`src/rtl/pwm_pkg.sv`:
```
package pwm_pkg;
  localparam int CTRL_W    = 32;
  localparam int RUN_POS   = 31;
  localparam int COMMIT_POS = 30;
  localparam int DEF_ACC_W = 16;
  localparam int DEF_THR_W = 8;
endpackage

```
`src/rtl/pwm_rst_sync.sv`:
```
module pwm_rst_sync #(
  parameter int STAGES = 2
) (
  input  logic clk,
  input  logic rst_n,
  output logic rst_sync_n
);
  logic [STAGES-1:0] sync_q;

  always_ff @(posedge clk or negedge rst_n) begin
    if (!rst_n) sync_q <= '0;
    else        sync_q <= {sync_q[STAGES-2:0], 1'b1};
  end

  assign rst_sync_n = sync_q[STAGES-1];
endmodule

```
`src/rtl/pwm_ctrl_reg.sv`:
```
module pwm_ctrl_reg
  import pwm_pkg::*;
#(
  parameter int ACC_W = DEF_ACC_W,
  parameter int THR_W = DEF_THR_W
) (
  input  logic              clk,
  input  logic              rst_n,
  input  logic              wr_en,
  input  logic [CTRL_W-1:0] wr_data,
  input  logic              load_i,
  output logic              run_o,
  output logic              commit_o,
  output logic [ACC_W-1:0]  step_o,
  output logic [THR_W-1:0]  thr_o,
  output logic [CTRL_W-1:0] rd_data_o
);
  localparam int STEP_LSB = THR_W;
  localparam int STEP_MSB = THR_W + ACC_W - 1;

  logic             run_q, run_d;
  logic             commit_q, commit_d;
  logic [ACC_W-1:0] step_q, step_d;
  logic [THR_W-1:0] thr_q, thr_d;
  logic             reg_ce;
  logic             rsvd_unused;

  assign rsvd_unused = ^wr_data[COMMIT_POS-1:STEP_MSB+1];
  assign reg_ce = wr_en | load_i;

  always_comb begin
    run_d    = run_q;
    commit_d = commit_q;
    step_d   = step_q;
    thr_d    = thr_q;
    if (wr_en) begin
      run_d    = wr_data[RUN_POS];
      commit_d = wr_data[COMMIT_POS];
      step_d   = wr_data[STEP_MSB:STEP_LSB];
      thr_d    = wr_data[THR_W-1:0];
    end else if (load_i) begin
      commit_d = 1'b0;
    end
  end

  always_ff @(posedge clk or negedge rst_n) begin
    if (!rst_n) begin
      run_q    <= 1'b0;
      commit_q <= 1'b0;
      step_q   <= '0;
      thr_q    <= '0;
    end else if (reg_ce) begin
      run_q    <= run_d;
      commit_q <= commit_d;
      step_q   <= step_d;
      thr_q    <= thr_d;
    end
  end

  always_comb begin
    rd_data_o                    = '0;
    rd_data_o[RUN_POS]           = run_q;
    rd_data_o[COMMIT_POS]        = commit_q;
    rd_data_o[STEP_MSB:STEP_LSB] = step_q;
    rd_data_o[THR_W-1:0]         = thr_q;
  end

  assign run_o    = run_q;
  assign commit_o = commit_q;
  assign step_o   = step_q;
  assign thr_o    = thr_q;
endmodule

```
`src/rtl/pwm_shadow.sv`:
```
module pwm_shadow #(
  parameter int ACC_W = 16,
  parameter int THR_W = 8
) (
  input  logic             clk,
  input  logic             rst_n,
  input  logic             load_i,
  input  logic [ACC_W-1:0] step_i,
  input  logic [THR_W-1:0] thr_i,
  output logic [ACC_W-1:0] step_o,
  output logic [THR_W-1:0] thr_o
);
  logic [ACC_W-1:0] step_q, step_d;
  logic [THR_W-1:0] thr_q, thr_d;

  always_comb begin
    step_d = step_q;
    thr_d  = thr_q;
    if (load_i) begin
      step_d = step_i;
      thr_d  = thr_i;
    end
  end

  always_ff @(posedge clk or negedge rst_n) begin
    if (!rst_n) begin
      step_q <= '0;
      thr_q  <= '0;
    end else if (load_i) begin
      step_q <= step_d;
      thr_q  <= thr_d;
    end
  end

  assign step_o = step_q;
  assign thr_o  = thr_q;
endmodule

```
`src/rtl/pwm_phase_acc.sv`:
```
module pwm_phase_acc #(
  parameter int ACC_W = 16,
  parameter int THR_W = 8
) (
  input  logic             clk,
  input  logic             rst_n,
  input  logic             run_i,
  input  logic [ACC_W-1:0] step_i,
  input  logic [THR_W-1:0] thr_i,
  output logic [ACC_W-1:0] acc_o,
  output logic             wrap_o,
  output logic             pwm_o
);
  logic [ACC_W-1:0] acc_q, acc_d;
  logic [ACC_W:0]   sum;
  logic [THR_W-1:0] phase_hi;
  logic             acc_ce;

  assign sum      = {1'b0, acc_q} + {1'b0, step_i};
  assign wrap_o   = run_i & sum[ACC_W];
  assign acc_ce   = run_i | (acc_q != '0);
  assign phase_hi = acc_q[ACC_W-1 -: THR_W];

  always_comb begin
    if (run_i) acc_d = sum[ACC_W-1:0];
    else       acc_d = '0;
  end

  always_ff @(posedge clk or negedge rst_n) begin
    if (!rst_n)      acc_q <= '0;
    else if (acc_ce) acc_q <= acc_d;
  end

  assign pwm_o = run_i & (phase_hi >= thr_i);
  assign acc_o = acc_q;
endmodule

```
`src/rtl/phase_pwm.sv`:
```
module phase_pwm
  import pwm_pkg::*;
#(
  parameter int ACC_W       = DEF_ACC_W,
  parameter int THR_W       = DEF_THR_W,
  parameter int SYNC_STAGES = 2
) (
  input  logic              clk,
  input  logic              rst_n,
  input  logic              wr_en,
  input  logic [CTRL_W-1:0] wr_data,
  output logic [CTRL_W-1:0] rd_data,
  output logic              pwm_out
);
  logic             rst_sync_n;
  logic             ctl_run, ctl_commit;
  logic [ACC_W-1:0] ctl_step, act_step, acc_q;
  logic [THR_W-1:0] ctl_thr, act_thr;
  logic             wrap, load;

  pwm_rst_sync #(.STAGES(SYNC_STAGES)) u_rst (
    .clk(clk), .rst_n(rst_n), .rst_sync_n(rst_sync_n)
  );

  pwm_ctrl_reg #(.ACC_W(ACC_W), .THR_W(THR_W)) u_reg (
    .clk(clk), .rst_n(rst_sync_n), .wr_en(wr_en), .wr_data(wr_data),
    .load_i(load), .run_o(ctl_run), .commit_o(ctl_commit),
    .step_o(ctl_step), .thr_o(ctl_thr), .rd_data_o(rd_data)
  );

  assign load = ctl_commit & (~ctl_run | wrap);

  pwm_shadow #(.ACC_W(ACC_W), .THR_W(THR_W)) u_shadow (
    .clk(clk), .rst_n(rst_sync_n), .load_i(load),
    .step_i(ctl_step), .thr_i(ctl_thr),
    .step_o(act_step), .thr_o(act_thr)
  );

  pwm_phase_acc #(.ACC_W(ACC_W), .THR_W(THR_W)) u_acc (
    .clk(clk), .rst_n(rst_sync_n), .run_i(ctl_run),
    .step_i(act_step), .thr_i(act_thr),
    .acc_o(acc_q), .wrap_o(wrap), .pwm_o(pwm_out)
  );
endmodule

```
`config.mk`:
```
export PLATFORM = sky130hd
export DESIGN_NAME = phase_pwm
export DESIGN_NICKNAME = d
export VERILOG_FILES = /design/src/rtl/pwm_pkg.sv /design/src/rtl/pwm_rst_sync.sv /design/src/rtl/pwm_ctrl_reg.sv /design/src/rtl/pwm_shadow.sv /design/src/rtl/pwm_phase_acc.sv /design/src/rtl/phase_pwm.sv
export SDC_FILE = /design/constraint.sdc
export NUM_CORES = 1
export LEC_CHECK = 0
export BUFFER_PORTS_ARGS = -buffer_cell sky130_fd_sc_hd__buf_2
export CAP_MARGIN = 40
export CORE_MARGIN = 4
export CORE_UTILIZATION = 35
export DETAILED_ROUTE_END_ITERATION = 7
export SLEW_MARGIN = 20
export SYNTH_ARGS = -nofsm -noshare
export SYNTH_HDL_FRONTEND = slang
export SYNTH_HIERARCHICAL = 1
export SYNTH_SLANG_ARGS = --single-unit
```
`constraint.sdc`:
```
create_clock -name clk -period 3.2 [get_ports clk]
set_input_delay 0.32 -clock clk [delete_from_list [all_inputs] [get_ports clk]]
set_output_delay 0.32 -clock clk [all_outputs]
set_load 0.05 [all_outputs]
```
==> results.md, run 1 <==
* Status: finished, final reports clean
* Routed wire length per instance at about 14 um
* CTS sink cnt at 68
* Setup TNS at 0 ns
* Synth top area share at 43.91%
* ANT cells at 0
* DRT Wirelength at between 7000 and 8000 um
* Setup WS pre-CTS at 0.1533 ns
* Global route overflow at 0
* Synthesized cell area at 3875 um2
* Min cycle time layout at 3.010 ns
* Fillcell total at ~1100
* Max_slew headroom at between 40% and 50%
* Pre-antenna DRT Iters at 4
* Initial Util at 35.75%
* Core Area at roughly 11000 um2
* Max-cap violations at 0
* Vias in the first global route at between 2000 and 2500
* DPL Wire Length at 5112 um
* Worst min-delay path category: reg2async
* GPL Wtd Cong at around 0.85
* Final-stage net count at roughly 410
* Yosys warning count at 6
* Vias at between 2000 and 2500
* Crit-path cells: ha_1, inv_1, fa_1, nand2b_1, a211oi_4, o2111ai_2, a21o_2, o21ai_0, inv_1, a21boi_4, buf_12, mux2_2
* Synth top area cells: dfrtp_1, mux2_4, ha_1, buf_4, mux2_2
* Initial antenna violation count at 0
* Area Overhead vs Synth at 11.33%
* Final Non-Filler Cells at 499
* Worst Setup SP: u_shadow/step_o[0]$_DFFE_PN0P_
* CTS tree: built
* Synth Flop Type: dfrtp_1
* DR DRC count at 0
* CP peak stage delay at 0.38 ns
* H-tree levels at 3
* Row cnt at 38
* Slew Limit Fails at 0
* Power per Cell Area at about 900 nW/um2
* Ports at 68
* Iter 0 DRT Violations at 75
* Post-Route Skew at ~0.0076 ns
* Die Width at around 110 um
* Startpoint Class: register
* Setup violations, final at 0
* Hold Slack at 0.1035 ns
* Post-layout worst setup margin at roughly 0.19 ns
* Placed Cells at 481
* Crit. End Element: register
* Power consumption at 3899 uW
* Crit-path slowest cell: fa_1
* Critical path class: reg2reg
* CTS max path bufs at 2
* Synth Instances at between 300 and 400
* DRT antenna net count at 0
* Largest area contributor in the netlist: dfrtp_1
* Async SR Flop Fraction at 100.0%
* CTS root buf: clkbuf_8
* Hold Violations, Final at 0
* Seq/Total Area, Yosys at 43.91%
* Highest Clock Rate at around 330 MHz
* Vias per cell at about 4.7
* Synth Register Bits at 68
* CTS buffer count at 9
* Clk pin slew, worst setup/hold paths at approximately 0.080 ns
* Unique masters post-synth at 47
* WP data arrival at around 3.3 ns
* Worst-Skew Late Latency at between 0.3 and 0.4 ns
* Crit path required time at around 3.4 ns
* VDD IR max at between 0.3 and 0.4 mV
* Reg2Reg Launch Point: u_shadow/step_o[0]$_DFFE_PN0P_
* Worst Tran Pin Value at 0.7861 ns
* Worst Path Max Fanout at 14
* # port buffers at between 50 and 60
* First-pass GRT wire length at roughly 12000 um
* Share of layout cells above drive strength 1 at between 30% and 40%
* Post-synth EDFFs at 0
* P_leak at 0.002112 uW
* Largest net degree at the start of global routing at 37
* Crit-path most repeated cell: inv_1
* Final Cycle Share at between 90% and 100%
* Die area at 12820 um2
* Total GRT Usage at a little under an eighth
* Die Ht at approximately 110 um
* Syn_area_per_cell at between 10 and 15 um2
==> repair_timing <==
action | CTS | global route
setup endpoints to repair | 0 | 25
hold buffers | 1 | 0
buffers inserted | 0 | 0
resized for setup | 0 | 2
hold endpoints to repair | 2 | 0
==> flip-flops by register name (all words and copies together), names as in the netlist <==
name,flops
u_shadow/step_o,16
u_reg/step_o,16
u_rst/sync_q,2
u_acc/acc_o,16
u_reg/commit_o,1
u_reg/run_o,1
u_shadow/thr_o,8
u_reg/thr_o,8
==> placed cells by master (no fill, tap or decap), types with 5 or more instances in the layout <==
master    synthesis  final
a21o_1            7      7
a21oi_1          14     14
and2_1            7      7
buf_2             0     55
clkbuf_8          0     10
conb_1            2      7
dfrtp_1          68     67
ha_1             24     24
inv_1            13     13
mux2_2           11     11
mux2_4           38     38
mux2i_1           5      5
nand2_1          12     12
nand2b_1          9      9
nor2_1            8      8
o21ai_0           9      9
==> metal layers <==
metal	share of wire (%)	wire, um	track usage (%)	up-vias
li1	-	-	-	1151
met4	1.0	72	4.087	0
met3	4.6	323	3.369	8
met5	0	0	0	-
met1	45	3219	14.89	1149
met2	49	3463	18.68	57
==> cell type report <==
type | count | area (um2) | area share [%]
clock buffers | 10 | 137.6 | 3.190
clock inverters | 6 | 63.81 | 1.479
inverters | 13 | 48.80 | 1.131
multi-input cells | 199 | 1810 | 41.97
flip-flops and latches | 68 | 1703 | 39.47
well taps | 140 | 175.2 | 4.060
repair buffers | 63 | 375.4 | 8.701
==> logic make-up (layout without fill, tap and decap cells) <==
kind of cell,Yosys count,in the layout,synth area share [%]
adder cells (fa/ha/maj),25,25,8.266
AO/OA/AOI/OAI,51,51,8.719
other,2,7,0.1938
AND/OR/NAND/NOR,57,57,8.072
multiplexers,54,54,19.21
buffers and inverters,54,92,10.49
flip-flops,68,68,43.91
XOR/XNOR,5,5,1.130
==> synth_stat cells, types with 5 or more instances <==
cell type / instances
mux2i_1: 5
a21oi_1: 14
buf_4: 33
nor2_1: 8
o21ai_0: 9
nand2b_1: 9
mux2_2: 11
mux2_4: 38
dfrtp_1: 68
and2_1: 7
a21o_1: 7
inv_1: 13
ha_1: 24
nand2_1: 12
==> power by group <==
group / internal, uW / switching, uW / total [uW] / leakage (uW)
clock network: 379 / 345 / 725 / 0.0000983
registers: 1120 / 167 / 1290 / 0.000815
logic: 880 / 1000 / 1880 / 0.00120
total: 2380 / 1520 / 3900 / 0.00211
==> critical path: cells and delay by family, from the launching register on <==
kind / cells / cell delay, ns
and+or+nand+nor: 1 / 0.20
muxes: 1 / 0.34
AOI/OAI and AO/OA: 5 / 1.13
buffers and inverters: 3 / 0.32
adders and majority gates: 2 / 0.54
DFF: 1 / 0.36
==> path summary, 6_finish.rpt <==
path / end / slack [ns] / cells after the start
max in group asynchronous: u_acc/acc_o[13]$_DFFE_PN0P_ / 2.49 / 1
min in group clk: u_reg/thr_o[6]$_DFFE_PN0P_ / 0.20 / 2
setup / recovery: u_shadow/thr_o[0]$_DFFE_PN0P_ / 0.19 / 12
hold / removal: u_reg/thr_o[6]$_DFFE_PN0P_ / 0.10 / 0
hold reg to reg: u_reg/thr_o[6]$_DFFE_PN0P_ / 0.10 / 0
setup reg to reg: u_shadow/thr_o[0]$_DFFE_PN0P_ / 0.19 / 12
==> metrics by stage <==
step,utilization (%),instance area [um2]
2_1_floorplan,-,3894
3_3_place_gp,37.53,4069
3_5_place_dp,37.53,4069
4_1_cts,39.49,4280
5_1_grt,39.80,4314
6_report,39.80,4314
Power figures use the tool's default switching activity.
==> run 2: changes to the inputs <==
Settings changed: BUFFER_PORTS_ARGS -buffer_cell sky130_fd_sc_hd__buf_2 to unset, DONT_BUFFER_PORTS set to 1.
==> results.md, run 2 (same netlist as run 1, synthesis figures left out) <==
* Worst-Skew Late Latency at 0.36 ns
* DRT antenna net count at 0
* Vias in the first global route at between 2000 and 2500
* Die area at 12820 um2
* Initial antenna violation count at 0
* Min cycle time layout at just under 3 ns
* Post-Route Skew at 0.007452 ns
* H-tree levels at 3
* Met2 Usage GRT at 18.56%
* Max-cap violations at 0
* Fillcell total at between 1000 and 1500
* Most frequent cells in the layout: dfrtp_1, mux2_4, ha_1, a21oi_1, inv_1
* Clk pin slew, worst setup/hold paths at roughly 0.080 ns
* Area Overhead vs Synth at 5.618%
* DR DRC count at 0
* Share of layout cells above drive strength 1 at 27.36%
* Final-stage net count at about 360
* Row cnt at 38
* P_leak at 0.001922 uW
* Power per Cell Area at 949.6 nW/um2
* Commonest non-fill, non-tap cell in the layout: dfrtp_1
* Total GRT Usage at around an eighth
* Met1 Track Usage GR at between 10% and 20%
* Hold Violations, Final at 0
* Largest net degree at the start of global routing at 35
* WP data arrival at 3.23 ns
* Die Width at ~110 um
* First-pass GRT wire length at between 10000 and 15000 um
* Max_slew headroom at a little under three fifths
* GR Layer Usage met3 at under 10%
* VDD IR max at approximately 0.39 mV
* CTS buffer count at 9
* GPL Wtd Cong at a little under 0.9
* Worst Setup SP: u_shadow/step_o[0]$_DFFE_PN0P_
* Register area at around 1700 um2
* Worst Path Max Fanout at 7
* RSZ-0062 raised after global routing: no
* Global route overflow at 0
* Worst Tran Pin Value at about 0.66 ns
* DPL Wire Length at approximately 5000 um
* Routed wire length per instance at 15.80 um
* CTS max path bufs at 2
* DRT Wirelength at 7061 um
* Vias per cell at 4.890
* Pre-antenna DRT Iters at 4
* Startpoint Class: register
* Reg2reg path depth at 12
* Worst min-delay path category: reg2async
* Core Area at ~11000 um2
* Slew Limit Fails at 0
* CTS tree: built
* Status: finished, final reports clean
* Initial Util at a little over a third
* ANT cells at 0
* CTS root buf: clkbuf_8
* Iter 0 DRT Violations at 57
* Top Usage Layer GRT: met2
* CTS sink cnt at slightly below 70
* Area of the multi-input gates at 1810 um2
* Setup TNS at 0 ns
* Critical path class: reg2reg
* Ports at 68
* Reg2Reg Launch Point: u_shadow/step_o[0]$_DFFE_PN0P_
* Highest Clock Rate at ~340 MHz
* Crit. End Element: register
* Crit path required time at about 3.4 ns
* Final Cycle Share at between 90 and 100%
* Die Ht at approximately 110 um
* Hold Slack at a little over 0.06 ns
* Setup violations, final at 0
* # port buffers at 0
* Vias at 2186
-- run 2: final cells by class --
type / instances / area share, %
multi-input combinational: 199 / 44.24
sequential: 68 / 41.61
tap: 140 / 4.280
clock buffer: 12 / 3.791
timing repair buffer: 11 / 3.730
inverter: 13 / 1.192
clock inverter: 4 / 1.162
-- run 2: worst paths after layout --
check,endpoint,slack (ns)
max in group asynchronous,u_reg/step_o[7]$_DFFE_PN0P_,2.53
min in group clk,u_reg/thr_o[2]$_DFFE_PN0P_,0.10
worst max-delay path,u_shadow/thr_o[5]$_DFFE_PN0P_,0.22
worst max register to register,u_shadow/thr_o[5]$_DFFE_PN0P_,0.22
worst min register to register,u_reg/thr_o[6]$_DFFE_PN0P_,0.06
worst min-delay path,u_reg/thr_o[6]$_DFFE_PN0P_,0.06
-- run 2: where the power goes --
group	internal (uW)	leakage, uW	switching (uW)
combinational	866	0.00101	872
sequential	1120	0.000815	293
clock	400	0.000102	334
-- run 2: worst max-delay path: stages (launching register included) --
cell	delay, ns
dfrtp_1	0.36
ha_1	0.17
inv_1	0.06
fa_1	0.37
nand2b_1	0.20
a211oi_4	0.33
o2111ai_2	0.17
a21o_2	0.22
o21ai_1	0.12
inv_1	0.08
a21boi_4	0.26
clkbuf_16	0.22
mux2_4	0.29
-- run 2: layer usage --
metal | share of wire [%] | vias up
li1 | - | 1046
met1 | 46 | 1072
met2 | 47 | 57
met3 | 5.4 | 11
met4 | 2.0 | 0
met5 | 0 | -
-- run 2: metrics by stage --
stage / cell area [um2] / setup WS (ns) / instances / total power (uW) / utilization, %
CTS: 4019 / 0.1536 / 443 / 3891 / 37.07
finish: 4093 / 0.2174 / 447 / 3886 / 37.75
detailed placement: 3806 / 0.1675 / 426 / 3127 / 35.11
global route: 4093 / 0.02326 / 447 / 4207 / 37.75
global placement: 3806 / 0.1888 / 426 / 3073 / 35.11
floorplan: 3894 / 0.3899 / 321 / 2838 / -
-- run 2: timing repair --
action | CTS | global route
endpoints found under the setup margin | 0 | 25
endpoints found under the hold margin | 2 | 0
setup buffers | 0 | 2
hold buffers | 1 | 0
gates resized for setup | 0 | 3
